--- config.mk ---
export PLATFORM = sky130hd
export DESIGN_NAME = ibsig_check
export DESIGN_NICKNAME = d
export VERILOG_FILES = /design/src/rtl/ibsig_pkg.sv /design/src/rtl/ibsig_ctr.sv /design/src/rtl/ibsig_misr.sv /design/src/rtl/ibsig_cmp.sv /design/src/rtl/ibsig_check.sv
export SDC_FILE = /design/constraint.sdc
export NUM_CORES = 1
export LEC_CHECK = 0
export BUFFER_PORTS_ARGS = -buffer_cell sky130_fd_sc_hd__buf_2
export CAP_MARGIN = 5
export CORE_MARGIN = 4
export CORE_UTILIZATION = 40
export DETAILED_ROUTE_END_ITERATION = 6
export PLACE_DENSITY = 0.65
export SLEW_MARGIN = 0
export SYNTH_ARGS = -nofsm -noshare
export SYNTH_HDL_FRONTEND = slang
export SYNTH_SLANG_ARGS = --single-unit
--- constraint.sdc ---
create_clock -name clk -period 4.5 [get_ports clk]
set_clock_uncertainty 0.2 [all_clocks]
set_input_delay 1.35 -clock clk [delete_from_list [all_inputs] [get_ports clk]]
set_output_delay 1.35 -clock clk [all_outputs]
set_load 0.05 [all_outputs]
--- src/rtl/ibsig_pkg.sv ---
package ibsig_pkg;
  // Primitive feedback polynomial x^32+x^22+x^2+x+1 (x^32 term implicit)
  localparam logic [31:0] DEF_POLY = 32'h0040_0007;

  typedef struct packed {
    logic done;
    logic match;
  } verdict_t;
endpackage

--- src/rtl/ibsig_ctr.sv ---
module ibsig_ctr #(
  parameter int BLK_WORDS = 8
) (
  input  logic clk,
  input  logic rst_n,
  input  logic in_valid,
  output logic first_o,
  output logic last_acc_o
);
  localparam int CNT_W = (BLK_WORDS > 1) ? $clog2(BLK_WORDS) : 1;
  localparam logic [CNT_W-1:0] LAST_IDX = CNT_W'(BLK_WORDS - 1);

  logic [CNT_W-1:0] cnt_q, cnt_d;
  logic             at_last;

  assign at_last    = (cnt_q == LAST_IDX);
  assign first_o    = (cnt_q == '0);
  assign last_acc_o = in_valid && at_last;

  always_comb begin
    cnt_d = cnt_q;
    if (in_valid) begin
      cnt_d = at_last ? '0 : cnt_q + 1'b1;
    end
  end

  always_ff @(posedge clk or negedge rst_n) begin
    if (!rst_n) cnt_q <= '0;
    else        cnt_q <= cnt_d;
  end
endmodule

--- src/rtl/ibsig_misr.sv ---
module ibsig_misr #(
  parameter int          WORD_W = 32,
  parameter int          SIG_W  = 32,
  parameter logic [SIG_W-1:0] POLY = SIG_W'(ibsig_pkg::DEF_POLY)
) (
  input  logic              clk,
  input  logic              rst_n,
  input  logic              in_valid,
  input  logic              first_i,
  input  logic [WORD_W-1:0] in_word,
  input  logic [SIG_W-1:0]  key_seed,
  output logic [SIG_W-1:0]  sig_next_o
);
  logic [SIG_W-1:0] state_q, base, word_ext, fb_term;

  always_comb begin
    word_ext = '0;
    word_ext[WORD_W-1:0] = in_word;
  end

  // reseed at the first word of a block so nothing survives between blocks
  assign base       = first_i ? key_seed : state_q;
  assign fb_term    = base[SIG_W-1] ? POLY : '0;
  assign sig_next_o = {base[SIG_W-2:0], 1'b0} ^ fb_term ^ word_ext;

  always_ff @(posedge clk or negedge rst_n) begin
    if (!rst_n)        state_q <= '0;
    else if (in_valid) state_q <= sig_next_o;
  end
endmodule

--- src/rtl/ibsig_cmp.sv ---
module ibsig_cmp #(
  parameter int SIG_W = 32
) (
  input  logic                clk,
  input  logic                rst_n,
  input  logic                last_acc_i,
  input  logic [SIG_W-1:0]    sig_next_i,
  input  logic [SIG_W-1:0]    ref_sig,
  output ibsig_pkg::verdict_t verdict_o
);
  ibsig_pkg::verdict_t v_q, v_d;

  always_comb begin
    v_d.done  = last_acc_i;
    v_d.match = last_acc_i && (sig_next_i == ref_sig);
  end

  always_ff @(posedge clk or negedge rst_n) begin
    if (!rst_n) v_q <= '0;
    else        v_q <= v_d;
  end

  assign verdict_o = v_q;
endmodule

--- src/rtl/ibsig_check.sv ---
module ibsig_check #(
  parameter int WORD_W    = 32,
  parameter int SIG_W     = 32,
  parameter int BLK_WORDS = 8,
  parameter logic [SIG_W-1:0] POLY = SIG_W'(ibsig_pkg::DEF_POLY)
) (
  input  logic              clk,
  input  logic              rst_n,
  input  logic [SIG_W-1:0]  key_seed,
  input  logic              in_valid,
  input  logic [WORD_W-1:0] in_word,
  input  logic [SIG_W-1:0]  ref_sig,
  output logic              done,
  output logic              match
);
  logic                first_w, last_acc_w;
  logic [SIG_W-1:0]    sig_next_w;
  ibsig_pkg::verdict_t verdict_w;

  ibsig_ctr #(.BLK_WORDS(BLK_WORDS)) u_ctr (
    .clk(clk), .rst_n(rst_n), .in_valid(in_valid),
    .first_o(first_w), .last_acc_o(last_acc_w)
  );

  ibsig_misr #(.WORD_W(WORD_W), .SIG_W(SIG_W), .POLY(POLY)) u_misr (
    .clk(clk), .rst_n(rst_n), .in_valid(in_valid), .first_i(first_w),
    .in_word(in_word), .key_seed(key_seed), .sig_next_o(sig_next_w)
  );

  ibsig_cmp #(.SIG_W(SIG_W)) u_cmp (
    .clk(clk), .rst_n(rst_n), .last_acc_i(last_acc_w),
    .sig_next_i(sig_next_w), .ref_sig(ref_sig), .verdict_o(verdict_w)
  );

  assign done  = verdict_w.done;
  assign match = verdict_w.match;
endmodule

# After elaboration in Yosys (flattened, before gate mapping)
# Cells that the tools add are included.
[word_totals] output_inout_bits=2 elab_cells=15 register_bits=37 in_bits=99
[classes] n_eq_ne=2 n_reduce_logical=3 muxes=3 n_bitwise=2 n_addsub=1
[ops] cell="bitwise XOR 32 bit" n=2
[ops] cell="== test 32 bit" n=1
[ops] cell="2-to-1 mux 32 bit" n=1
[ops] cell="2-to-1 mux 23 bit" n=1
[ops] cell="adder 3 x 1 -> 3 bit, second input constant" n=1
[ops] cell="== test 3 bit, second input constant" n=1
[ops] cell="logical NOT 3 bit" n=1
[ops] cell="2-to-1 mux 3 bit" n=1
[ops] cell="logical AND 1 bit" n=2

# Depth between registers and ports, before layout
[logic_depth] depth_word=7 depth_mapped=10 depth_no_buf=8

# Cells and area by module
# Synthesis repeated with hierarchy kept, for this count alone.
[hier_totals] hier_cells=214 hier_area_um2=2538.7
[by_module_without_submodules] module="ibsig_misr" cells_each=153 instances=1 area_each_um2=1965.6 seq_area_each_um2=800.8
[by_module_without_submodules] module="ibsig_cmp" cells_each=46 instances=1 area_each_um2=405.4 seq_area_each_um2=50.0
[by_module_without_submodules] module="ibsig_ctr" cells_each=15 instances=1 area_each_um2=167.7 seq_area_each_um2=75.1

# Least setup slack after synthesis
# Ideal clock, no wire load.
[synth_timing] path_type="input-to-reg" start="input in_valid" end="register u_misr.state_q[0]" slack_ns=1.797 setup_time_ns=0.125 path_buffers=2 arrival_time_ns=2.378 stages=3 required_time_ns=4.175 path_cell_list="clkbuf_1 -> buf_1 -> mux2_2"
[synth_rtl] item="from (decl)" line="ibsig_check.sv:10" rtl="input logic in_valid,"
[synth_rtl] item="to (signal assigned)" line="ibsig_misr.sv:28" rtl="else if (in_valid) state_q <= sig_next_o;"
[synth_rtl] item="to (decl)" line="ibsig_misr.sv:14" rtl="logic [SIG_W-1:0] state_q, base, word_ext, fb_term;"
# No word-level cell between the ends.

==> run summary <==
GRT Util Overall: 15.2%
Synth Warn #: 0
Vias/cell: 4.78
Synth Cell Area: 2760 um2
Max_cap viols: 0
Final hold viol count: 0
IO buf count: 100
I/O pin cnt: 101
CP top delay family: simple AND/OR/NAND/NOR gates
Layout fillers: 640
Final min period: 2820 ps
Netlist cell types: 23
Flop pwr share: 28.8%
Post-DP HPWL: 4.93 mm
Worst rel slew slack: 44.1%
Antenna violations before repair: 0
Via Count: 1985
Number of DRC markers in iteration 0: 58
Switch share: 36.6%
FMAX: 355 MHz
Worst Setup Start Kind: flip-flop
Crit-path max cell delay: 520 ps
Number of global-route vias before repair: 2144
Share of post-route cells with drive strength above 1: 45.1%
Die area: 8300 um2
Synthesized net count: 337
Core Area: 6760 um2
Inserted Clock Buffers: 5
Nets: 437
Largest net degree at the start of global routing: 38
HP Class: reg -> reg
Hold-fix buffers, CTS: 0
Slowest cell on the critical path: nand2b_4
CTS H-tree depth: 2
Period Utilization, post-route: 62.6%
Crit Path Max Fanout: 33
Die height: 91.1 um
Final ANT Viol Nets: 0
Dpl cells: 408
Arrival time worst endpoint: 2810 ps
Cell taking the most area after synthesis: dfrtp_1
Worst-path cell chain: inv_1 -> ha_1 -> nand2b_4 -> mux2i_1 -> xnor2_1 -> nor4_1 -> nand4_1 -> nor4_1
RSZ-0062 raised after global routing: false
Remaining DRCs: 0
Worst-Margin Slew: 839 ps
Diode count: 0
Worst EP required: 4490 ps
#FFs+latches synth: 37
Final WL: 6.18 mm
CTS tree: yes
Clk_lat worst skew: 290 ps
Peak supply drop: 248 uV
Sequential cell area: 926 um2
RePlAce Congestion: 0.773
Die X: 91.1 um
Grt ovf: 0
Synth top area share: 33.5%
Utilization after layout: 50.5%
P_int: 1.30 mW
Final TNS setup: 0 ps
Area grow syn2layout: 23.6%
Mean post-synth cell area: 11.8 um2
Setup repair bufs after CTS: 0
Net switching power: 0.748 mW
Post-Syn Instances: 235
Post-CTS resize count: 0
Gate power share: 57.8%
Part of the Yosys area used for sequential elements: 33.5%
Synth area leaders: dfrtp_1 34%, xnor2_1 21%, mux2_2 14%, xor2_1 9.2%, mux2i_1 9.1%
Pre-CTS setup slack: 1530 ps
Final WS setup: 1680 ps
Routed len/inst: 14.9 um
Initial DRT Pass Iterations: 4
Area used by multi-input combinational logic: 1770 um2
Clk pwr share: 13.4%
CTS root buf: clkbuf_8
WS Path Type: reg -> reg
Initial Util: 40.9%
Final setup violation count: 0
Row Count: 30
Num Clock Sinks: 37
Status: finished, final reports clean
Cell Pwr Density: 599 nW/um2
Worst setup EP type: flip-flop
Lkg Pwr: 1.61 nW
Final cell count without fillers: 415
CP bufs+invs: 1
First-pass GRT wire length: 10.1 mm
Longest Clk Path Bufs: 2
Most used cell, CP: nor4_1
Clock transition at path regs: 80 ps
Fin. max-slew vios: 0
==> path summary, 6_finish.rpt <==
path / startpoint / end / slack (ps) / depth (start not counted)
max: u_ctr.cnt_q[0]$_DFFE_PN0P_ / u_cmp.verdict_o[0]$_DFF_PN0_ / 1680 / 8
max in group asynchronous: rst_n / u_misr.state_q[6]$_DFFE_PN0P_ / 2600 / 1
min reg2reg: u_misr.state_q[9]$_DFFE_PN0P_ / u_misr.state_q[9]$_DFFE_PN0P_ / 310 / 1
max reg2reg: u_ctr.cnt_q[0]$_DFFE_PN0P_ / u_cmp.verdict_o[0]$_DFF_PN0_ / 1680 / 8
min: u_misr.state_q[9]$_DFFE_PN0P_ / u_misr.state_q[9]$_DFFE_PN0P_ / 310 / 1
min in group asynchronous: rst_n / u_misr.state_q[20]$_DFFE_PN0P_ / 970 / 1
==> worst reg2reg max path, cell delays in order (launching register included) <==
cell      delay [ps]
dfrtp_1          380
inv_1             70
ha_1             230
nand2b_4         520
mux2i_1          390
xnor2_1          110
nor4_1           440
nand4_1          190
nor4_1           210
==> placed cells by master (no fill, tap or decap), types with 2 or more instances in the layout <==
master	Yosys	layout
o21ai_0	3	3
and2_1	2	2
xnor2_1	66	66
dfrtp_1	37	37
mux2i_1	25	25
clkbuf_8	0	5
nand4_1	2	2
inv_1	2	2
mux2i_2	8	8
mux2_2	34	34
nand2_1	3	3
ha_1	3	3
xor2_1	29	29
buf_2	0	100
nor4_1	8	8
==> metal layers <==
layer  vias up  GRT usage [%]  part of all wire (%)
met4         0           3.77                  0.68
met5         -              0                     0
met2        70           25.1                    47
met1       912           19.9                    46
met3         4           3.89                   6.8
li1        999              -                     -
==> power by group through the flow <==
stage / Clock [mW] / Combinational (mW) / Sequential, mW
finish: 0.274 / 1.18 / 0.589
global route: 0.292 / 1.31 / 0.610
CTS: 0.282 / 1.20 / 0.591
detailed placement: 0 / 1.19 / 0.596
global placement: 0 / 1.18 / 0.592
floorplan: 0 / 0.991 / 0.571
==> cells in the mapped netlist (all sizes together) <==
| library cell | n |
|---|---|
| buf | 5 |
| dfrtp | 37 |
| nand2b | 1 |
| nor4 | 8 |
| nand2 | 3 |
| inv | 2 |
| clkbuf | 3 |
| xnor2 | 66 |
| nand4 | 2 |
| mux2i | 33 |
| o311a | 1 |
| xor2 | 29 |
| o21ai | 3 |
| and2 | 2 |
| nor2 | 1 |
| ha | 3 |
| mux2 | 34 |
| a21oi | 1 |
| xnor3 | 1 |
==> area by class of cell <==
| cell class | count | area share (%) |
|---|---|---|
| inverters | 2 | 0.220 |
| clock buffers | 5 | 2.02 |
| well taps | 80 | 2.93 |
| multi-input cells | 188 | 51.8 |
| clock inverters | 2 | 1.03 |
| flip-flops and latches | 37 | 27.1 |
| repair buffers | 101 | 14.9 |
==> state kept, by name (all words and copies together) (netlist names) <==
signal	cells
u_misr.state_q	32
u_ctr.cnt_q	3
u_cmp.verdict_o	2
==> cell families after synthesis <==
kind of cell | count (synthesis) | share of synthesized area, %
flip-flops | 37 | 33.5
multiplexers | 67 | 26.9
adder cells (fa/ha/maj) | 3 | 1.36
AND/OR/NAND/NOR | 17 | 3.76
XOR/XNOR | 96 | 30.9
AO/OA/AOI/OAI | 5 | 1.09
buffers and inverters | 10 | 2.45
==> per-stage QoR <==
| stage | area (um2) | hold WS [ps] | total power [mW] |
|---|---|---|---|
| final | 3410 | 307 | 2.05 |
| after global routing | 3410 | 326 | 2.21 |
| after CTS | 3410 | 313 | 2.08 |
| after detailed placement | 3310 | 297 | 1.79 |
| after global placement | 3310 | 290 | 1.77 |
| after floorplan | 2760 | 280 | 1.56 |
Power figures use the tool's default switching activity.
